--- src/rtl/sg_pkg.sv ---
package sg_pkg;

  // clocks in one line slot: pixel output followed by sense
  function automatic int line_len(input int cols, input int reads);
    return cols + reads;
  endfunction

  // frame clock on which the first pixel is presented
  function automatic int first_pix(input int cols, input int reads, input int lead);
    return 1 + lead * line_len(cols, reads);
  endfunction

  // total clocks from frame clock 0 through the last sense clock
  function automatic int frame_len(input int cols, input int reads, input int rows,
                                   input int lead);
    return first_pix(cols, reads, lead) + rows * line_len(cols, reads);
  endfunction

endpackage

--- src/rtl/sg_frame_ctl.sv ---
module sg_frame_ctl #(
  parameter int FRAME  = 33281,
  parameter int GAIN_W = 3,
  parameter int TW     = 16
) (
  input  logic              clk,
  input  logic              rst_n,
  input  logic              start_n,
  input  logic              pwr_save,
  input  logic [GAIN_W-1:0] gain_in,
  output logic              run,
  output logic [TW-1:0]     tcnt,
  output logic [GAIN_W-1:0] gain_q,
  output logic              adv,
  output logic              last_clk
);

  // one frame clock is consumed only when running, not clearing, not frozen
  assign adv      = run & start_n & ~pwr_save;
  assign last_clk = run && (tcnt == TW'(FRAME - 1));

  always_ff @(posedge clk or negedge rst_n) begin
    if (!rst_n) begin
      run    <= 1'b0;
      tcnt   <= '0;
      gain_q <= '0;
    end else if (!start_n) begin
      run    <= 1'b1;
      tcnt   <= '0;
      gain_q <= gain_in;
    end else if (adv) begin
      if (last_clk) begin
        run  <= 1'b0;
        tcnt <= '0;
      end else begin
        tcnt <= tcnt + 1'b1;
      end
    end
  end

endmodule

--- src/rtl/sg_line_timer.sv ---
module sg_line_timer #(
  parameter int LINE = 256,
  parameter int OW   = 8,
  parameter int SW   = 8
) (
  input  logic          clk,
  input  logic          rst_n,
  input  logic          clr,
  input  logic          adv,
  output logic          armed,
  output logic [OW-1:0] off,
  output logic [SW-1:0] slot
);

  logic line_wrap;
  assign line_wrap = (off == OW'(LINE - 1));

  // armed is low only on the setup clock; then offset and slot walk the frame
  always_ff @(posedge clk or negedge rst_n) begin
    if (!rst_n) begin
      armed <= 1'b0;
      off   <= '0;
      slot  <= '0;
    end else if (clr) begin
      armed <= 1'b0;
      off   <= '0;
      slot  <= '0;
    end else if (adv) begin
      if (!armed) begin
        armed <= 1'b1;
      end else if (line_wrap) begin
        off  <= '0;
        slot <= slot + 1'b1;
      end else begin
        off  <= off + 1'b1;
      end
    end
  end

endmodule

--- src/rtl/sg_out_decode.sv ---
module sg_out_decode #(
  parameter int COLS       = 192,
  parameter int ROWS       = 128,
  parameter int LEAD_SLOTS = 2,
  parameter int OW         = 8,
  parameter int SW         = 8,
  parameter int RW         = 7,
  parameter int CW         = 8
) (
  input  logic          run,
  input  logic          start_n,
  input  logic          pwr_save,
  input  logic          armed,
  input  logic [OW-1:0] off,
  input  logic [SW-1:0] slot,
  input  logic          last_clk,
  output logic          row_adv,
  output logic          col_adv,
  output logic          sense_ph,
  output logic          pix_valid,
  output logic [RW-1:0] row_idx,
  output logic [CW-1:0] col_idx,
  output logic          row_last,
  output logic          col_last,
  output logic          frame_done
);

  logic act, out_slot, out_part, pv, stb_en, first_col, final_col, final_row;

  assign act       = run & start_n;
  assign stb_en    = ~pwr_save;
  assign out_slot  = armed && (slot >= SW'(LEAD_SLOTS)) && (slot < SW'(LEAD_SLOTS + ROWS));
  assign out_part  = (off < OW'(COLS));
  assign pv        = act && out_slot && out_part;
  assign first_col = (off == '0);
  assign final_col = (off == OW'(COLS - 1));
  assign final_row = (slot == SW'(LEAD_SLOTS + ROWS - 1));

  always_comb begin
    pix_valid  = pv;
    sense_ph   = act && armed && !out_part;
    row_idx    = pv ? RW'(slot - SW'(LEAD_SLOTS)) : '0;
    col_idx    = pv ? CW'(off) : '0;
    col_adv    = pv && stb_en;
    row_adv    = pv && stb_en && first_col;
    col_last   = pv && stb_en && final_col;
    row_last   = pv && stb_en && first_col && final_row;
    frame_done = act && stb_en && last_clk;
  end

endmodule

--- src/rtl/scan_tgen.sv ---
module scan_tgen
  import sg_pkg::*;
#(
  parameter int COLS       = 192,
  parameter int ROWS       = 128,
  parameter int READ_CLKS  = 64,
  parameter int LEAD_SLOTS = 2,
  parameter int GAIN_W     = 3
) (
  input  logic                     clk,
  input  logic                     rst_n,
  input  logic                     start_n,
  input  logic                     pwr_save,
  input  logic [GAIN_W-1:0]        gain_in,
  output logic                     row_adv,
  output logic                     col_adv,
  output logic                     sense_ph,
  output logic                     pix_valid,
  output logic [$clog2(ROWS)-1:0]  row_idx,
  output logic [$clog2(COLS)-1:0]  col_idx,
  output logic [GAIN_W-1:0]        gain_out,
  output logic                     row_last,
  output logic                     col_last,
  output logic                     frame_done
);

  localparam int LINE  = line_len(COLS, READ_CLKS);
  localparam int FRAME = frame_len(COLS, READ_CLKS, ROWS, LEAD_SLOTS);
  localparam int SLOTS = ROWS + LEAD_SLOTS;
  localparam int TW    = $clog2(FRAME);
  localparam int OW    = $clog2(LINE);
  localparam int SW    = $clog2(SLOTS + 1);
  localparam int RW    = $clog2(ROWS);
  localparam int CW    = $clog2(COLS);

  // named internal events, also observed by the bound checker
  logic              run_w, adv_w, last_w, armed_w;
  logic [TW-1:0]     tcnt_w;
  logic [OW-1:0]     off_w;
  logic [SW-1:0]     slot_w;
  logic [GAIN_W-1:0] gain_q;

  sg_frame_ctl #(.FRAME(FRAME), .GAIN_W(GAIN_W), .TW(TW)) u_frame (
    .clk      (clk),
    .rst_n    (rst_n),
    .start_n  (start_n),
    .pwr_save (pwr_save),
    .gain_in  (gain_in),
    .run      (run_w),
    .tcnt     (tcnt_w),
    .gain_q   (gain_q),
    .adv      (adv_w),
    .last_clk (last_w)
  );

  sg_line_timer #(.LINE(LINE), .OW(OW), .SW(SW)) u_line (
    .clk   (clk),
    .rst_n (rst_n),
    .clr   (~start_n),
    .adv   (adv_w),
    .armed (armed_w),
    .off   (off_w),
    .slot  (slot_w)
  );

  sg_out_decode #(
    .COLS(COLS), .ROWS(ROWS), .LEAD_SLOTS(LEAD_SLOTS),
    .OW(OW), .SW(SW), .RW(RW), .CW(CW)
  ) u_dec (
    .run        (run_w),
    .start_n    (start_n),
    .pwr_save   (pwr_save),
    .armed      (armed_w),
    .off        (off_w),
    .slot       (slot_w),
    .last_clk   (last_w),
    .row_adv    (row_adv),
    .col_adv    (col_adv),
    .sense_ph   (sense_ph),
    .pix_valid  (pix_valid),
    .row_idx    (row_idx),
    .col_idx    (col_idx),
    .row_last   (row_last),
    .col_last   (col_last),
    .frame_done (frame_done)
  );

  assign gain_out = gain_q;

endmodule

--- config.mk ---
export PLATFORM = sky130hd
export DESIGN_NAME = scan_tgen
export DESIGN_NICKNAME = d
export VERILOG_FILES = /design/src/rtl/sg_pkg.sv /design/src/rtl/sg_frame_ctl.sv /design/src/rtl/sg_line_timer.sv /design/src/rtl/sg_out_decode.sv /design/src/rtl/scan_tgen.sv
export SDC_FILE = /design/constraint.sdc
export NUM_CORES = 1
export LEC_CHECK = 0
export ABC_AREA = 1
export BUFFER_PORTS_ARGS = -buffer_cell sky130_fd_sc_hd__buf_2
export CAP_MARGIN = 15
export CORE_MARGIN = 2
export CORE_UTILIZATION = 50
export CTS_CLUSTER_DIAMETER = 30
export DETAILED_ROUTE_END_ITERATION = 10
export GPL_TIMING_DRIVEN = 0
export PLACE_DENSITY = 0.7
export SYNTH_ARGS = -nofsm -noshare
export SYNTH_HDL_FRONTEND = slang
export SYNTH_SLANG_ARGS = --single-unit
--- constraint.sdc ---
create_clock -name clk -period 4.49 [get_ports clk]
set_input_delay 0.898 -clock clk [delete_from_list [all_inputs] [get_ports clk]]
set_output_delay 0.898 -clock clk [all_outputs]
set_load 0.02 [all_outputs]
==> reports/results.txt <==
Status: completed
Tot GR Track Use: 21.6%
Yosys top cell area share: 35.3%
CTS Sinks: 37
Pleak: 0.00146 uW
Pin count of the biggest net entering global routing: 38
CP required: 3.59 ns
Peak Freq: 0.351 GHz
Worst-case clock skew: 0.00892 ns
Vias per inst: 5.15
Slew headroom: 43.6%
Post-synth top area cell: dfrtp_1
Drt first pass iters: 4
Diodes inserted: 0
Worst r2r dst: u_line.slot[3]
Final Non-Filler Cells: 461
HPWL Detailed: 4360 um
Share of cells above drive strength 1: 22.8%
Buffers on Ports: 30
CTS Buf Count: 5
Total Neg Setup Slack: 0 ns
Antenna violations before repair: 0
Postcts setup bufs: 0
Min-delay worst type: reg2reg
Worst Hold End: u_frame.gain_q[2]
Pwr dens: 281 mW/mm2
Routed vias: 2373
Reg2Reg Launch Point: u_line.off[0]
Post-route cell area: 0.00296 mm2
Most common flop cell mapped by yosys: dfrtp_1
Area of the multi-input gates: 0.00143 mm2
Die area: 0.00584 mm2
Drc violations: 0
Iter 0 DRT Violations: 116
Total gr overflow: 0
Endpoints failing setup: 0
Final layout net count: 406
Cell Rows: 26
Worst setup EP type: primary output
Share of flip-flops with an asynchronous set or reset: 100%
Worst Tran Pin Value: 0.845 ns
Hold Vio Cnt, Final: 0
Yosys cell types: 31
Reg2Reg Depth: 9
Drt wl/cell: 12.5 um
IO Pins: 32
Synthesized cell area: 0.00262 mm2
Worst-path fanout max: 10
Number of synthesis warnings: 0
Max_cap viols: 0
Most common cell in the synthesized netlist: nand2_1
CTS tree: yes
Fillers: 505
Inst Count DP: 453
Synth Register Bits: 37
First-pass GRT wire length: 10300 um
Hold depth: 2
Number of global-route vias before repair: 2306
Post-Synthesis Cells: 353
Syn Area/Cell: 7.43 um2
Clk root buf: clkbuf_8
R2r setup slk: 2.90 ns
Clk_lat worst skew: 0.29 ns
Period minus WS final: 2.85 ns
Post-synth EDFFs: 0
Post-route ant nets: 0
Dpl cell area: 0.00286 mm2
Worst vdd ir: 149 uV
Crit path DAT: 1.95 ns
Final Max Slew Viols: 0
Area occupied by registers: 926 um2
Post-CTS sizing: 0
Synth area leaders: dfrtp_1, nand2_1, nand3_1
Initial Utilization: 51.7%
Final worst path period share: 63.5%
Crit path launch type: input pin
Clock slew at reported path FFs: 0.07 ns
CTS Hold Buffers Added: 0
CTS H-Tree Depth: 2
Syn-to-layout area delta: 12.9%
GP Congestion: 0.912
Die Y: 76.4 um
Worst min-delay path startpoint: u_frame.gain_q[2]
Die width: 76.4 um
Sequential cell area fraction in the yosys report: 35.3%
Crit Path Class: in2out
RSZ-0062 raised after global routing: false
Synthesized net count: 369
Maximum clock insertion buffer count: 2
Core area: 0.00507 mm2
Top post-synthesis cells by count: nand2_1, inv_1, dfrtp_1, nor2_1, nand3_1
WL final: 5740 um
critical path: stages:
cell and delay [ns]:
buf_4 0.14, nand4_1 0.17, a21oi_4 0.20, nand2_4 0.12
buf_12 0.18, nor2_4 0.07, buf_2 0.16
cell families after synthesis:
| group | Yosys count | share of synthesized area, % |
|---|---|---|
| buffers and inverters | 56 | 10.0 |
| adder cells (fa/ha/maj) | 9 | 4.30 |
| AO/OA/AOI/OAI | 34 | 7.97 |
| AND/OR/NAND/NOR | 212 | 40.7 |
| XOR/XNOR | 5 | 1.67 |
| flip-flops | 37 | 35.3 |
sequential cells by signal, indices dropped and copies added, names as in the netlist:
register and cells:
u_frame.gain_q 3, u_frame.run 1, u_frame.tcnt 16, u_line.armed 1, u_line.off 8, u_line.slot 8
per-layer routing:
| layer | up-vias | GRT usage [%] | wire (um) |
|---|---|---|---|
| met1 | 1106 | 26.2 | 2630 |
| met5 | - | 0 | 0 |
| met3 | 10 | 4.27 | 220 |
| met2 | 42 | 37.7 | 2790 |
| met4 | 0 | 8.55 | 106 |
| li1 | 1215 | - | - |
area by class of cell:
class | instances | share of cell area [%]
plain buffers | 8 | 2.62
clock buffers | 7 | 3.25
clock inverters | 1 | 0.169
inverters | 48 | 6.26
multi-input cells | 260 | 48.4
flip-flops and latches | 37 | 31.3
well taps | 70 | 2.96
repair buffers | 30 | 5.07
report_power, final:
group / internal (uW) / leakage (uW) / switching, uW
Clock: 139 / 0.0000542 / 122
Combinational: 69.4 / 0.000906 / 128
Sequential: 349 / 0.000500 / 23.6
Total: 558 / 0.00146 / 274
worst max path at each step:
| stage | slack (ns) | cells after the start | endpoint | start |
|---|---|---|---|---|
| after global placement | 1.68 | 7 | row_idx[5] | start_n |
| after floorplan | 1.80 | 5 | row_idx[3] | start_n |
| after CTS | 1.64 | 10 | col_idx[5] | u_line.slot[2] |
| final | 1.64 | 7 | row_idx[4] | start_n |
| after detailed placement | 1.65 | 7 | col_idx[5] | start_n |
| after global routing | 1.46 | 10 | row_idx[4] | u_line.slot[2] |
metrics by stage:
| stage | util, % | power (uW) | hold WS, ns | worst slack, ns |
|---|---|---|---|---|
| 2_1_floorplan | - | 529 | 0.449 | 1.80 |
| 3_3_place_gp | 56.3 | 575 | 0.459 | 1.68 |
| 3_5_place_dp | 56.3 | 579 | 0.460 | 1.65 |
| 4_1_cts | 58.3 | 841 | 0.480 | 1.64 |
| 5_1_grt | 58.3 | 883 | 0.528 | 1.46 |
| 6_report | 58.3 | 832 | 0.476 | 1.64 |
cells in the final DEF, fill, tap and decap left out, types with 3 or more instances in the layout:
| cell type | instances |
|---|---|
| a21oi_1 | 6 |
| buf_2 | 31 |
| buf_6 | 3 |
| clkbuf_8 | 7 |
| dfrtp_1 | 37 |
| ha_1 | 9 |
| inv_1 | 41 |
| inv_2 | 6 |
| nand2_1 | 85 |
| nand2_2 | 6 |
| nand2_4 | 4 |
| nand3_1 | 32 |
| nand4_1 | 21 |
| nor2_1 | 34 |
| nor2_2 | 5 |
| nor2_4 | 12 |
| nor3_1 | 6 |
| o21ai_0 | 12 |
| o21ai_1 | 7 |
| o21ai_2 | 5 |
| or2_2 | 3 |
| xor2_1 | 5 |
Power figures use the tool's default switching activity.
